### src/rtl/spi_hs_pkg.sv
package spi_hs_pkg;

  // register addresses
  localparam logic [1:0] A_DATA = 2'd0;
  localparam logic [1:0] A_CTRL = 2'd1;
  localparam logic [1:0] A_STAT = 2'd2;

  // control register image, packed from bit 6 down to bit 0
  typedef struct packed {
    logic [1:0] div;   // bits 6:5 bit-rate code
    logic       pha;   // bit 4 clock phase
    logic       pol;   // bit 3 clock idle level
    logic       ien;   // bit 2 interrupt enable
    logic       mst;   // bit 1 master select
    logic       en;    // bit 0 block enable
  } ctrl_t;

  localparam int CTRL_W = $bits(ctrl_t);

  // half period of the master clock in system clocks: 2, 4, 8, 16
  function automatic logic [4:0] half_period(input logic [1:0] code);
    return 5'd2 << code;
  endfunction

  // an edge is leading when the clock leaves its idle level
  function automatic logic edge_is_leading(input logic new_level, input logic pol);
    return new_level != pol;
  endfunction

endpackage

### src/rtl/spi_hs_regs.sv
module spi_hs_regs
  import spi_hs_pkg::*;
#(
  parameter int DW = 8
) (
  input  logic          clk,
  input  logic          rst_n,
  input  logic          bus_wr,
  input  logic          bus_rd,
  input  logic [1:0]    bus_addr,
  input  logic [DW-1:0] bus_wdata,
  input  logic          done_i,
  input  logic [DW-1:0] rx_byte_i,
  input  logic          irq_mask_i,
  output ctrl_t         ctrl_o,
  output logic          flag_o,
  output logic          armed_o,
  output logic          data_wr_o,
  output logic [DW-1:0] rdata_o,
  output logic          irq_o
);

  ctrl_t ctrl_q;
  logic  flag_q, armed_q;

  // bus decode, brought out as named events
  logic stat_rd, stat_acc, data_rd, data_wr, ctrl_wr;
  logic arm_evt, clr_evt;

  assign stat_rd  = bus_rd && (bus_addr == A_STAT);
  assign stat_acc = (bus_rd || bus_wr) && (bus_addr == A_STAT);
  assign data_rd  = bus_rd && (bus_addr == A_DATA);
  assign data_wr  = bus_wr && (bus_addr == A_DATA);
  assign ctrl_wr  = bus_wr && (bus_addr == A_CTRL);

  // master arms on a status read only; slave on any status access
  assign arm_evt  = flag_q && (ctrl_q.mst ? stat_rd : stat_acc);
  // master clears on a data read only; slave on a data read or write
  assign clr_evt  = flag_q && armed_q && (ctrl_q.mst ? data_rd : (data_rd || data_wr));

  assign data_wr_o = data_wr && ctrl_q.en && (!flag_q || armed_q);

  always_ff @(posedge clk or negedge rst_n) begin
    if (!rst_n) begin
      ctrl_q  <= '0;
      flag_q  <= 1'b0;
      armed_q <= 1'b0;
    end else begin
      if (ctrl_wr) ctrl_q <= ctrl_t'(bus_wdata[CTRL_W-1:0]);
      if (done_i) begin
        flag_q  <= 1'b1;
        armed_q <= 1'b0;
      end else if (clr_evt) begin
        flag_q  <= 1'b0;
        armed_q <= 1'b0;
      end else if (arm_evt) begin
        armed_q <= 1'b1;
      end
    end
  end

  always_comb begin
    rdata_o = '0;
    case (bus_addr)
      A_DATA:  rdata_o = rx_byte_i;
      A_CTRL:  rdata_o = DW'(ctrl_q);
      A_STAT:  rdata_o[DW-1] = flag_q;
      default: rdata_o = '0;
    endcase
  end

  assign irq_o   = flag_q && ctrl_q.ien && !irq_mask_i;
  assign ctrl_o  = ctrl_q;
  assign flag_o  = flag_q;
  assign armed_o = armed_q;

  // the flag only drops after the status step
  a_r5_clear_needs_status: assert property (@(posedge clk) disable iff (!rst_n)
    $fell(flag_o) |-> $past(armed_o));

  // a master data write never clears the flag
  a_r4_master_write_keeps_flag: assert property (@(posedge clk) disable iff (!rst_n)
    (ctrl_q.mst && flag_q && data_wr && !data_rd) |=> flag_o);

  // a set mask silences the request
  a_r3_mask_blocks_irq: assert property (@(posedge clk) disable iff (!rst_n)
    irq_mask_i |-> !irq_o);

endmodule

### src/rtl/spi_hs_clkgen.sv
module spi_hs_clkgen
  import spi_hs_pkg::*;
#(
  parameter int DW = 8
) (
  input  logic       clk,
  input  logic       rst_n,
  input  logic       run_en_i,
  input  logic       start_i,
  input  logic       pol_i,
  input  logic [1:0] div_i,
  output logic       sck_o,
  output logic       lead_o,
  output logic       trail_o,
  output logic       finish_o,
  output logic       busy_o
);

  localparam int NEDGE = 2 * DW;
  localparam int EW    = $clog2(NEDGE + 1);

  logic [4:0]    hcnt;
  logic [EW-1:0] edges;
  logic          run, sck_q, tick;

  assign tick     = run && (hcnt == half_period(div_i) - 5'd1);
  assign lead_o   = tick && !edges[0];
  assign trail_o  = tick && edges[0];
  assign finish_o = trail_o && (edges == EW'(NEDGE - 1));

  always_ff @(posedge clk or negedge rst_n) begin
    if (!rst_n) begin
      run   <= 1'b0;
      hcnt  <= '0;
      edges <= '0;
      sck_q <= 1'b0;
    end else if (!run_en_i) begin
      run   <= 1'b0;
      hcnt  <= '0;
      edges <= '0;
      sck_q <= pol_i;
    end else if (!run) begin
      sck_q <= pol_i;
      hcnt  <= '0;
      edges <= '0;
      if (start_i) run <= 1'b1;
    end else if (tick) begin
      sck_q <= ~sck_q;
      hcnt  <= '0;
      edges <= edges + EW'(1);
      if (finish_o) run <= 1'b0;
    end else begin
      hcnt <= hcnt + 5'd1;
    end
  end

  assign sck_o  = sck_q;
  assign busy_o = run;

  // after sixteen toggles the clock is back at its idle level
  a_r8_finish_idle_level: assert property (@(posedge clk) disable iff (!rst_n)
    finish_o |=> (sck_o == $past(pol_i)));

endmodule

### src/rtl/spi_hs_sync.sv
module spi_hs_sync
  import spi_hs_pkg::*;
(
  input  logic clk,
  input  logic rst_n,
  input  logic pol_i,
  input  logic sck_in,
  input  logic ss_n_in,
  input  logic mosi_in,
  output logic sel_o,
  output logic mosi_s_o,
  output logic lead_o,
  output logic trail_o
);

  localparam int NS = 3;
  localparam logic [NS-1:0] RST_VAL = 3'b010;   // select idles high

  logic [NS-1:0] raw, synced;
  logic          sck_d;

  assign raw = {mosi_in, ss_n_in, sck_in};

  // two-stage synchroniser per input line
  for (genvar g = 0; g < NS; g++) begin : g_sync
    logic [1:0] st;
    always_ff @(posedge clk or negedge rst_n) begin
      if (!rst_n) st <= {2{RST_VAL[g]}};
      else        st <= {st[0], raw[g]};
    end
    assign synced[g] = st[1];
  end

  always_ff @(posedge clk or negedge rst_n) begin
    if (!rst_n) sck_d <= 1'b0;
    else        sck_d <= synced[0];
  end

  logic chg;
  assign chg      = (synced[0] != sck_d) && sel_o;
  assign sel_o    = !synced[1];
  assign mosi_s_o = synced[2];
  assign lead_o   = chg && edge_is_leading(synced[0], pol_i);
  assign trail_o  = chg && !edge_is_leading(synced[0], pol_i);

endmodule

### src/rtl/spi_hs_shifter.sv
module spi_hs_shifter #(
  parameter int DW = 8
) (
  input  logic          clk,
  input  logic          rst_n,
  input  logic          en_i,
  input  logic          mst_i,
  input  logic          pha_i,
  input  logic          load_i,
  input  logic [DW-1:0] wdata_i,
  input  logic          m_busy_i,
  input  logic          m_lead_i,
  input  logic          m_trail_i,
  input  logic          m_finish_i,
  input  logic          s_sel_i,
  input  logic          s_lead_i,
  input  logic          s_trail_i,
  input  logic          miso_i,
  input  logic          mosi_s_i,
  output logic          start_o,
  output logic          tx_bit_o,
  output logic          done_o,
  output logic [DW-1:0] rx_byte_o
);

  localparam int CW = $clog2(DW + 1);

  logic [DW-1:0] txsr, txbuf, rxsr, rxbuf, rx_next;
  logic [CW-1:0] cnt;
  logic lead, trail, samp, shft, in_bit, s_end;

  assign lead    = mst_i ? m_lead_i  : s_lead_i;
  assign trail   = mst_i ? m_trail_i : s_trail_i;
  // phase 0 samples on leading edges, phase 1 on trailing edges
  assign samp    = en_i && (pha_i ? trail : lead);
  // phase 1 holds the first bit through the first leading edge
  assign shft    = en_i && (pha_i ? (lead && cnt != '0) : trail);
  assign in_bit  = mst_i ? miso_i : mosi_s_i;
  assign rx_next = {rxsr[DW-2:0], in_bit};
  assign s_end   = en_i && !mst_i && samp && (cnt == CW'(DW - 1));

  assign start_o = en_i && mst_i && load_i && !m_busy_i;
  assign done_o  = en_i && (mst_i ? m_finish_i : s_end);

  always_ff @(posedge clk or negedge rst_n) begin
    if (!rst_n) begin
      txsr  <= '0;
      txbuf <= '0;
      rxsr  <= '0;
      rxbuf <= '0;
      cnt   <= '0;
    end else begin
      if (load_i) txbuf <= wdata_i;

      if (start_o)
        txsr <= wdata_i;
      else if (!mst_i && (!s_sel_i || s_end))
        txsr <= load_i ? wdata_i : txbuf;
      else if (shft)
        txsr <= {txsr[DW-2:0], 1'b0};

      if (samp) rxsr <= rx_next;

      if (!en_i || start_o || (!mst_i && !s_sel_i) || done_o)
        cnt <= '0;
      else if (samp)
        cnt <= cnt + CW'(1);

      if (done_o) rxbuf <= samp ? rx_next : rxsr;
    end
  end

  assign tx_bit_o  = txsr[DW-1];
  assign rx_byte_o = rxbuf;

  // the clock generator ends a byte exactly when eight bits were sampled
  a_r2_master_eight_bits: assert property (@(posedge clk) disable iff (!rst_n)
    (mst_i && m_finish_i) |-> ((cnt + CW'(samp)) == CW'(DW)));

  // a deselected slave starts the next byte from bit zero
  a_r10_deselect_clears: assert property (@(posedge clk) disable iff (!rst_n)
    (en_i && !mst_i && !s_sel_i) |=> (cnt == '0));

endmodule

### src/rtl/spi_hs_ctrl.sv
module spi_hs_ctrl
  import spi_hs_pkg::*;
#(
  parameter int DW = 8
) (
  input  logic          clk,
  input  logic          rst_n,
  input  logic          bus_wr,
  input  logic          bus_rd,
  input  logic [1:0]    bus_addr,
  input  logic [DW-1:0] bus_wdata,
  output logic [DW-1:0] bus_rdata,
  input  logic          irq_mask,
  output logic          irq,
  output logic          sck_out,
  output logic          mosi_out,
  input  logic          miso_in,
  input  logic          sck_in,
  input  logic          ss_n_in,
  input  logic          mosi_in,
  output logic          miso_out
);

  ctrl_t         ctrl;
  logic          flag, armed, load, done, start, tx_bit;
  logic [DW-1:0] rx_byte;
  logic          m_busy, m_lead, m_trail, m_finish;
  logic          s_sel, s_mosi, s_lead, s_trail;

  spi_hs_regs #(.DW(DW)) u_regs (
    .clk(clk), .rst_n(rst_n),
    .bus_wr(bus_wr), .bus_rd(bus_rd), .bus_addr(bus_addr), .bus_wdata(bus_wdata),
    .done_i(done), .rx_byte_i(rx_byte), .irq_mask_i(irq_mask),
    .ctrl_o(ctrl), .flag_o(flag), .armed_o(armed), .data_wr_o(load),
    .rdata_o(bus_rdata), .irq_o(irq)
  );

  spi_hs_clkgen #(.DW(DW)) u_clkgen (
    .clk(clk), .rst_n(rst_n),
    .run_en_i(ctrl.en && ctrl.mst), .start_i(start),
    .pol_i(ctrl.pol), .div_i(ctrl.div),
    .sck_o(sck_out), .lead_o(m_lead), .trail_o(m_trail),
    .finish_o(m_finish), .busy_o(m_busy)
  );

  spi_hs_sync u_sync (
    .clk(clk), .rst_n(rst_n), .pol_i(ctrl.pol),
    .sck_in(sck_in), .ss_n_in(ss_n_in), .mosi_in(mosi_in),
    .sel_o(s_sel), .mosi_s_o(s_mosi), .lead_o(s_lead), .trail_o(s_trail)
  );

  spi_hs_shifter #(.DW(DW)) u_shift (
    .clk(clk), .rst_n(rst_n),
    .en_i(ctrl.en), .mst_i(ctrl.mst), .pha_i(ctrl.pha),
    .load_i(load), .wdata_i(bus_wdata),
    .m_busy_i(m_busy), .m_lead_i(m_lead), .m_trail_i(m_trail), .m_finish_i(m_finish),
    .s_sel_i(s_sel), .s_lead_i(s_lead), .s_trail_i(s_trail),
    .miso_i(miso_in), .mosi_s_i(s_mosi),
    .start_o(start), .tx_bit_o(tx_bit), .done_o(done), .rx_byte_o(rx_byte)
  );

  assign mosi_out = ctrl.en && ctrl.mst && tx_bit;
  assign miso_out = ctrl.en && !ctrl.mst && s_sel && tx_bit;

  // a transfer never starts while an unread completion is pending
  a_r6_no_start_when_locked: assert property (@(posedge clk) disable iff (!rst_n)
    $rose(m_busy) |-> $past(!flag || armed));

endmodule

### config.mk
export PLATFORM = sky130hd
export DESIGN_NAME = spi_hs_ctrl
export DESIGN_NICKNAME = d
export VERILOG_FILES = /design/src/rtl/spi_hs_pkg.sv /design/src/rtl/spi_hs_regs.sv /design/src/rtl/spi_hs_clkgen.sv /design/src/rtl/spi_hs_sync.sv /design/src/rtl/spi_hs_shifter.sv /design/src/rtl/spi_hs_ctrl.sv
export SDC_FILE = /design/constraint.sdc
export NUM_CORES = 1
export LEC_CHECK = 0
export ABC_AREA = 1
export ABC_CLOCK_PERIOD_IN_PS = 3250
export BUFFER_PORTS_ARGS = -buffer_cell sky130_fd_sc_hd__clkbuf_2
export CAP_MARGIN = 20
export CORE_ASPECT_RATIO = 0.5
export CORE_MARGIN = 2
export CORE_UTILIZATION = 28
export DETAILED_ROUTE_END_ITERATION = 10
export PLACE_DENSITY_LB_ADDON = 0.15
export REMOVE_ABC_BUFFERS = 1
export SLEW_MARGIN = 20
export SYNTH_ARGS = -nofsm -noshare
export SYNTH_HDL_FRONTEND = slang
export SYNTH_SLANG_ARGS = --single-unit
### constraint.sdc
create_clock -name clk -period 3.25 [get_ports clk]
set_input_delay 0 -clock clk [delete_from_list [all_inputs] [get_ports clk]]
set_output_delay 0 -clock clk [all_outputs]
set_load 0.1 [all_outputs]
# --- After elaboration in Yosys (flattened, before gate mapping) ---
# Cells that the tools add are included.
totals:
  reg_bits: 64
  input_bits: 19
  out_inout_bits: 12
  word_cells: 126
op_classes:
  n_addsub: 4
  eq_ne: 8
  n_shift: 1
  n_mux: 36
  bitwise_logic: 1
  n_reduce_logical: 55
op_table:
  columns: ["cell", "n"]
  rows:
  - ["$mux W8", 5]
  - ["$logic_and A1 B1 Y1", 34]
  - ["$mux W5", 6]
  - ["$mux W1", 21]
  - ["$pmux W7 S2", 1]
  - ["$add A5 B1 Y5 const B", 2]
  - ["$logic_not A1 Y1", 8]
  - ["$mux W4", 2]
  - ["$logic_or A1 B1 Y1", 7]
  - ["$reduce_bool A3 Y1", 2]
  - ["$eq A5 B4 Y1 const B", 1]
  - ["$eq A5 B5 Y1", 1]
  - ["$shl A2 B2 Y5 const A", 1]
  - ["$sub A5 B1 Y5 const B", 1]
  - ["$add A4 B1 Y4 const B", 1]
  - ["$eq A4 B3 Y1 const B", 1]
  - ["$reduce_bool A2 Y1", 2]
  - ["$reduce_bool A4 Y1", 1]
  - ["$ne A3 B3 Y1 const B", 1]
  - ["$eq A2 B1 Y1 const B", 1]
  - ["$eq A2 B2 Y1 const B", 1]
  - ["$logic_not A2 Y1", 1]
  - ["$ne A1 B1 Y1", 2]
  - ["$pmux W1 S2", 1]
  - ["$not A1 Y1", 1]

# --- Longest topological paths before layout ---
# Gate-level depths: netlist (run 1).
depth:
  ltp_word: 14
  ltp_mapped: 17
  depth_no_buf: 16

# --- Hierarchy ---
# A second synthesis (run 1) with hierarchy kept.
unflattened:
  hier_cells: 406
  area_unflattened_um2: 3326.9
by_module_without_submodules:
  columns: ["mod", "n_inst", "cells_each", "area_each_um2", "seq_area_each_um2"]
  rows:
  - ["spi_hs_shifter", 1, 211, 1808.0, 900.9]
  - ["spi_hs_clkgen", 1, 98, 737.0, 300.3]
  - ["spi_hs_regs", 1, 68, 513.0, 225.2]
  - ["spi_hs_sync", 1, 22, 242.7, 177.7]
  - ["spi_hs_ctrl", 1, 7, 26.3, 0.0]

# --- Worst setup path after synthesis (run 1) ---
# No wires, ideal clock.
synth_timing:
  kind: "register to output"
  startpoint: "register u_regs.ctrl_q, in the netlist u_regs.ctrl_o[1]"
  endpoint: "output bus_rdata[1]"
  arrival_ns: 2.744
  t_required_ns: 3.250
  slack_ns: 0.506
  path_stages_with_launch: 3
  path_buffers: 0
  path_cell_list: "dfrtp_1 clkinv_1 o21ai_0"
synth_via:
  elab_chain_len: 1
synth_lines:
  columns: ["element", "line_no", "source"]
  rows:
  - ["from (decl)", "spi_hs_regs.sv:23", "ctrl_t ctrl_q;"]
  - ["from (signal assigned)", "spi_hs_regs.sv:49", "if (ctrl_wr) ctrl_q <= ctrl_t'(bus_wdata[CTRL_W-1:0]);"]
  - ["$pmux W7 S2", "spi_hs_regs.sv:64", "case (bus_addr)"]
  - ["to (decl)", "spi_hs_ctrl.sv:12", "output logic [DW-1:0] bus_rdata,"]
# No other way between the ends.

# --- Final worst setup path (run 1) ---
layout_timing:
  startpoint: "register u_regs.ctrl_q, in the netlist u_regs.ctrl_o[0]"
  endpoint: "register u_shift.txsr[5]"
layout_via:
  elab_chain_len: 7
  elab_cells_between_ends: 16
  cone_classes: "3 x mux; 13 x reduce/logical"
layout_lines:
  columns: ["element", "line_no", "source"]
  rows:
  - ["$logic_and A1 B1 Y1, on equally long branches", "spi_hs_shifter.sv:40, spi_hs_shifter.sv:35", null]
  - ["$logic_and A1 B1 Y1 (2 in series)", "spi_hs_shifter.sv:40", "assign s_end = en_i && !mst_i && samp && (cnt == CW'(DW - 1));"]
  - ["$logic_or A1 B1 Y1", "spi_hs_shifter.sv:57", "else if (!mst_i && (!s_sel_i || s_end))"]
  - ["$logic_and A1 B1 Y1", "spi_hs_shifter.sv:57", null]
  - ["$mux W8", "spi_hs_shifter.sv:57", null]
  - ["$mux W8", "spi_hs_shifter.sv:55", "if (start_o)"]
  - ["to (signal assigned)", "spi_hs_shifter.sv:56", "txsr <= wdata_i;"]
  - ["to (signal assigned)", "spi_hs_shifter.sv:58", "txsr <= load_i ? wdata_i : txbuf;"]
  - ["to (signal assigned)", "spi_hs_shifter.sv:60", "txsr <= {txsr[DW-2:0], 1'b0};"]
  - ["to (decl)", "spi_hs_shifter.sv:28", "logic [DW-1:0] txsr, txbuf, rxsr, rxbuf, rx_next;"]
# Several ways; a longest one is shown, not always the timed one.
# A chain may end at the register's enable or synchronous reset.

==> flow_metrics.py, run 1 <==
metrics = {
    "die": {
        "pin_count": 31,
        "core_sq_mm": 0.0109,
        "rows": 27,
        "initial_core_util_pct": 28.7,
        "fp.dieH_um": 78.9,
        "die_area_sq_mm": 0.0121,
        "die_x_um": 154,
    },
    "clock_network": {
        "clock_latency_ns": 0.33,
        "clk_path_buf_depth": 2,
        "cts_tree": "done",
        "cts_sinks": 64,
        "cts.htree.levels": 3,
        "cts-root-buf": "clkbuf_16",
        "clkTransAtPathRegs_ns": 0.05,
        "cts-buffers-inserted": 9,
    },
    "timing": {
        "tightest_slew_ns": 0.688,
        "fin_tns_setup_ns": 0,
        "maxSlewViolCount": 0,
        "setup_violations": 0,
        "rsz0062_at_grt": "no",
        "period_share_pct": 78.0,
        "skew_ns": 0.00367,
        "fmax_ghz": 0.395,
        "layout_min_cycle_time_ns": 2.53,
        "timing.slew.headroom_pct": 54.1,
        "hold_violations": 0,
    },
    "final_layout": {
        "drive_above_1_share_pct": 14.4,
        "final_cell_count_no_fill": 582,
        "nets": 456,
        "area_growth_pct": 22.8,
        "diodes": 0,
        "fin_util_pct": 35.2,
        "postLayoutCellArea_sq_mm": 0.00386,
    },
    "worst_setup_path": {
        "reg2reg_depth": 10,
        "worst-path-stages": 10,
        "critPathKind": "flip-flop to flip-flop",
        "critPathBufInv": 2,
        "crit_top_cell": "nand2_1",
        "endpoint_kind": "flip-flop",
        "max_stage_delay_ns": 0.52,
        "crit_family": "simple AND/OR/NAND/NOR gates",
        "path_cells": "nand2_1 > nor3_1 > inv_1 > nor3_2 > inv_1 > nand2_1 > nor2_2 > nor2_1 > nand2_1 > nand2_1",
        "cp.arrival_ns": 2.80,
        "required_ns": 3.52,
        "crit_path_top_delay_cell": "dfrtp_1",
        "cp_max_fo": 16,
        "cp-start-kind": "flip-flop",
    },
    "place": {
        "place_area_sq_mm": 0.00345,
        "dp_hpwl_um": 5480,
        "io_buffers": 30,
        "place_congestion": 0.788,
        "placed_cells": 555,
    },
    "power": {
        "power.density_mw_per_mm2": 661,
        "p_total_mw": 2.55,
        "leakagePower_nw": 1.90,
        "peakVddDrop_mv": 0.226,
    },
    "global_route": {
        "overflow": 0,
        "grt_pass1_vias": 2482,
        "antenna_found_initial": 0,
        "grt_pass1_wl_um": 12700,
        "use_met2_pct": 20.4,
        "grt_max_degree": 31,
        "grt-busiest-layer": "met2",
        "use_met1_pct": 18.7,
        "grt_use_total_pct": 13.5,
        "met3_usage_pct": 4.37,
    },
    "drt": {
        "ant_nets": 0,
        "firstDrtPassIters": 4,
        "wirelength_um": 7380,
        "vias": 2519,
        "drc": 0,
        "drt_iter0_drc": 135,
        "wl_per_cell_um": 12.7,
        "via_per_inst": 4.33,
    },
    "logic_synthesis": {
        "yosysSeqAreaShare_pct": 51.1,
        "yosysTopAreaCell": "dfrtp_1",
        "ys.flop_type": "dfrtp_1",
        "synth-edff-count": 0,
        "syn-instance-count": 384,
        "yosys_warnings": 0,
        "synthTopCellsByArea": "dfrtp_1 49%, nand2_1 14%, inv_1 5.7%, nor2_1 4.3%, nand3_1 4.1%",
        "avgSynthCellArea_sq_um": 8.18,
        "synth.most_common_cell": "nand2_1",
        "syn_area_sq_mm": 0.00314,
        "async_flop_share_pct": 100,
        "synth_commonest_cells": "114 x nand2_1, 62 x dfrtp_1, 48 x inv_1",
        "synth.distinct_cells": 38,
        "yosys_register_bits": 64,
        "yosysTopAreaCellShare_pct": 49.4,
    },
    "flow_run": {
        "drv_cap": 0,
    },
    "min_path": {
        "whs_path_depth": 3,
        "min_path_type": "primary input to flip-flop",
    },
    "status": {
        "status": "finished, final reports clean",
    },
}
[worst register-to-register path: stages (launching register included)]
cell     delay (ns)
dfrtp_1        0.52
nand2_1        0.09
nor3_1         0.40
inv_1          0.34
nor3_2         0.30
inv_1          0.29
nand2_1        0.16
nor2_2         0.13
nor2_1         0.12
nand2_1        0.06
nand2_1        0.06
[power breakdown]
| part | internal (mW) | total, mW | switching, mW |
|---|---|---|---|
| registers | 0.963 | 1.06 | 0.0948 |
| clock network | 0.633 | 0.969 | 0.336 |
| logic | 0.176 | 0.523 | 0.347 |
| total | 1.77 | 2.55 | 0.777 |
[stage by stage]
| step | setup WS (ns) | hold slack [ns] |
|---|---|---|
| finish | 0.715 | 0.0391 |
| global route | 0.246 | 0.0384 |
| CTS | 0.616 | 0.0305 |
| detailed placement | 0.643 | -0.0601 |
| global placement | 0.607 | -0.0609 |
| floorplan | 0.506 | -0.296 |
[logic make-up (layout without fill, tap and decap cells)]
family                     count (synthesis)  after routing  share of synthesized area (%)
and+or+nand+nor                          203            203                           29.0
DFF                                       64             64                           51.1
buffers and inverters                     59            112                           7.85
AOI/OAI and AO/OA                         44             44                           7.57
xor gates and xnor gates                   8              8                           2.23
adders and majority gates                  5              5                           1.99
muxes                                      1              1                          0.319
[state kept, by name (all words and copies together) (netlist names), 5 cells and up]
register and count:
u_shift.rx_byte_o 8, u_shift.rxsr 8, u_shift.txbuf 8, u_shift.txsr 8, u_regs.ctrl_o 7, u_sync.g_sync.st 6
u_clkgen.edges 5, u_clkgen.hcnt 5
[routing by layer]
layer	up-vias	wire length (um)
met5	-	0
met3	9	298
met4	0	85
met1	1174	3850
li1	1300	-
met2	36	3140
[cell usage in the layout, fill, tap and decap left out, types with 4 or more instances in the layout]
cell type / synthesis / final
a21oi_1: 5 / 5
and2_1: 7 / 7
buf_4: 0 / 4
clkbuf_16: 0 / 9
clkbuf_2: 0 / 29
dfrtp_1: 62 / 62
dlygate4sd3_1: 0 / 11
ha_1: 5 / 5
inv_1: 48 / 48
nand2_1: 114 / 114
nand3_1: 26 / 26
nor2_1: 36 / 36
nor3_1: 5 / 5
o21ai_0: 25 / 25
o21ai_1: 7 / 7
xor2_1: 6 / 6
[final cells by class]
class	count	area, sq um
multi-input combinational	261	1290
clock inverter	3	40.0
clock buffer	13	260
sequential	64	1600
tap	145	181
timing repair buffer	45	290
inverter	51	191
fill	1170	7090
[path summary, 6_finish.rpt]
kind | to | start | slack (ns)
max | u_shift.txsr[5] | u_regs.ctrl_o[0] | 0.72
min reg2reg | u_sync.g_sync[2].st[1] | u_sync.g_sync[2].st[0] | 0.35
min in group asynchronous | u_shift.txsr[4] | rst_n | 0.11
max reg2reg | u_shift.txsr[5] | u_regs.ctrl_o[0] | 0.72
min | u_regs.ctrl_o[5] | bus_wdata[5] | 0.04
max in group asynchronous | u_clkgen.hcnt[1] | rst_n | 2.41
[repair_timing]
action / CTS / global route
resized for setup: 0 / 0
hold endpoints to repair: 25 / 0
setup buffers: 0 / 0
hold buffers: 11 / 0
(Power assumes the default switching activity.)
==> run 2, diff against run 1 <==
- ABC_AREA: 1 -> 0
- ABC_CLOCK_PERIOD_IN_PS: 3250 -> 2070
- clock period: 3.25 -> 2.07 ns (I/O delays scaled with it)
==> run 2 against run 1 <==
Effect of this change:
- largest cell class unchanged
- setup slack lost 0.70 ns
- maximum frequency is 24% higher
- sequential cell count did not move
- combinational power grew 85%
- critical path type unchanged
- via count decreased by 9.2%
- sequential power grew 56%
- wire length grew 1.2%
- count of clock-buffer cells in the layout down 3
- critical path depth decreased by 2
==> flow_metrics.py, run 2 <==
metrics = {
    "min_path": {
        "worstHoldStart": "miso_in",
        "whs_path_depth": 3,
        "holdPathEnd": "u_shift.rxsr[0]",
        "min_path_type": "primary input to flip-flop",
    },
    "worst_setup_path": {
        "crit_path_top_delay_cell": "dfrtp_1",
        "endpoint_kind": "flip-flop",
        "critPathBufInv": 2,
        "cp_max_fo": 9,
        "critPathKind": "flip-flop to flip-flop",
        "r2r_slack_ns": 0.02,
        "required_ns": 2.32,
        "reg2reg_depth": 8,
        "max_stage_delay_ns": 0.44,
        "crit_family": "compound AO/OA/AOI/OAI gates",
        "cp.arrival_ns": 2.30,
        "path_cells": "nor3_1 > o21ai_2 > a211oi_2 > o221ai_2 > buf_12 > buf_6 > or3_1 > a21oi_1",
        "rr_startpoint": "u_regs.ctrl_o[6]",
        "cp-start-kind": "flip-flop",
        "rr_endpoint": "u_shift.cnt[3]",
    },
    "timing": {
        "fmax_ghz": 0.488,
        "fin_ws_ns": 0.0193,
        "layout_min_cycle_time_ns": 2.05,
        "timing.slew.headroom_pct": 56.7,
        "fin_tns_setup_ns": 0,
        "period_share_pct": 99.1,
        "setup_violations": 0,
        "tightest_slew_ns": 0.649,
        "hold-worst-slack_ns": 0.0888,
        "hold_violations": 0,
        "skew_ns": 0.00602,
        "maxSlewViolCount": 0,
        "rsz0062_at_grt": "yes",
    },
    "logic_synthesis": {
        "synthTopCellsByArea": "dfrtp_1 50%, mux2_2 9.0%, mux2i_1 6.4%, mux2_4 3.8%, nor2_1 3.2%",
        "yosysSeqAreaShare_pct": 51.3,
        "async_flop_share_pct": 100,
        "syn-instance-count": 272,
        "synth-edff-count": 0,
        "synth.distinct_cells": 49,
        "yosysTopAreaCellShare_pct": 49.6,
        "ys.flop_type": "dfrtp_1",
        "yosys_register_bits": 64,
        "synth_commonest_cells": "62 x dfrtp_1, 27 x nor2_1, 25 x mux2_2",
        "yosysTopAreaCell": "dfrtp_1",
        "synth.most_common_cell": "dfrtp_1",
        "yosys_warnings": 0,
        "avgSynthCellArea_sq_um": 11.5,
        "syn_area_sq_mm": 0.00313,
    },
    "place": {
        "place_ws_ns": -0.0550,
        "dp_hpwl_um": 5490,
        "io_buffers": 30,
        "placed_cells": 469,
        "place_congestion": 0.762,
    },
    "clock_network": {
        "cts.htree.levels": 3,
        "cts-root-buf": "clkbuf_16",
        "cts_sinks": 64,
        "clkTransAtPathRegs_ns": 0.05,
        "cts-buffers-inserted": 9,
        "clock_latency_ns": 0.33,
        "clk_path_buf_depth": 2,
        "cts_tree": "done",
    },
    "final_layout": {
        "nets": 372,
        "mostFrequentLayoutCell": "dfrtp_1",
        "final_cell_count_no_fill": 498,
        "fillCellCount": 1120,
        "drive_above_1_share_pct": 36.8,
        "area_growth_pct": 34.2,
        "diodes": 0,
        "layout_common_cells": "61 x dfrtp_1, 30 x clkbuf_2, 29 x buf_4",
    },
    "power": {
        "combPwrFrac_pct": 22.8,
        "sequentialPowerShare_pct": 39.0,
        "leakagePower_nw": 1.94,
        "p_int_mw": 3.04,
        "switching_share_pct": 28.2,
        "switching_power_mw": 1.19,
        "peakVddDrop_mv": 0.462,
        "clock_power_share_pct": 38.2,
        "power.density_mw_per_mm2": 1010,
        "p_total_mw": 4.23,
    },
    "drt": {
        "drc": 0,
        "wirelength_um": 7460,
        "vias": 2286,
        "wl_per_cell_um": 15.0,
        "via_per_inst": 4.59,
        "ant_nets": 0,
        "drt_iter0_drc": 86,
        "firstDrtPassIters": 4,
    },
    "die": {
        "die_area_sq_mm": 0.0121,
        "die_x_um": 154,
        "core_sq_mm": 0.0109,
        "pin_count": 31,
        "rows": 27,
        "fp.dieH_um": 78.8,
        "initial_core_util_pct": 28.6,
    },
    "flow_run": {
        "drv_cap": 0,
    },
    "global_route": {
        "grt_pass1_vias": 2424,
        "grt_max_degree": 42,
        "grt_use_total_pct": 13.2,
        "grt_pass1_wl_um": 12400,
        "antenna_found_initial": 0,
        "overflow": 0,
    },
    "status": {
        "status": "finished, final reports clean",
    },
}
run 2: repair_timing:
action	4_1_cts	5_1_grt
buffers inserted	1	0
hold buffers	12	0
endpoints found under the hold margin	44	0
resized for setup	5	8
setup endpoints to repair	17	18
pin swaps	1	1
run 2: per-stage QoR:
stage                     utilization (%)  instance area [sq um]
final                                38.4                   4200
after global placement               33.8                   3700
after global routing                 38.4                   4200
after CTS                            38.0                   4160
after detailed placement             33.8                   3700
after floorplan                         -                   3070
run 2: worst max-delay path by stage:
| stage | startpoint | endpoint | cells past startpoint |
|---|---|---|---|
| 2_1_floorplan | u_clkgen.hcnt[2] | u_shift.rx_byte_o[2] | 6 |
| 3_3_place_gp | u_regs.ctrl_o[3] | u_shift.rx_byte_o[1] | 7 |
| 3_5_place_dp | u_regs.ctrl_o[3] | u_shift.rx_byte_o[0] | 7 |
| 4_1_cts | u_regs.ctrl_o[3] | u_shift.rx_byte_o[0] | 8 |
| 5_1_grt | u_clkgen.hcnt[3] | u_shift.cnt[3] | 8 |
| 6_report | u_regs.ctrl_o[6] | u_shift.cnt[3] | 8 |
run 2: area by class of cell:
cell class	instances	area, sq um	area share [%]
clock buffers	10	239	5.69
inverters	14	52.6	1.25
multi-input cells	183	1460	34.7
well taps	145	181	4.32
clock inverters	6	82.6	1.97
repair buffers	76	579	13.8
flip-flops and latches	64	1610	38.2
run 2: cells by family (layout without fill, tap and decap cells):
kind of cell / count (synthesis) / count (layout) / synth area share (%)
AO/OA/AOI/OAI: 33 / 33 / 7.88
XOR/XNOR: 9 / 9 / 2.52
adder cells (fa/ha/maj): 5 / 5 / 2.00
buffers and inverters: 25 / 106 / 3.56
flip-flops: 64 / 64 / 51.3
multiplexers: 53 / 53 / 19.2
AND/OR/NAND/NOR: 83 / 83 / 13.6
run 2: power by group through the flow:
stage | Sequential [mW] | Combinational (mW) | Clock, mW
floorplan | 1.65 | 0.592 | 0
global route | 1.68 | 1.05 | 1.73
global placement | 1.66 | 0.916 | 0
detailed placement | 1.67 | 0.922 | 0
finish | 1.65 | 0.966 | 1.62
CTS | 1.65 | 0.957 | 1.65
run 2: per-layer routing:
| metal | part of all wire (%) | vias to the layer above | global-route usage (%) |
|---|---|---|---|
| met3 | 2.7 | 9 | 3.77 |
| met4 | 1.1 | 0 | 3.39 |
| met2 | 46 | 23 | 21.2 |
| met1 | 51 | 1137 | 17.6 |
| li1 | - | 1117 | - |
| met5 | 0 | - | 0 |
run 2: worst reg2reg max path: cells and delay by family, from the launching register on:
| family | cells | cell delay (ns) |
|---|---|---|
| AO/OA/AOI/OAI | 4 | 0.65 |
| buffers and inverters | 2 | 0.30 |
| flip-flops | 1 | 0.44 |
| AND/OR/NAND/NOR | 2 | 0.59 |
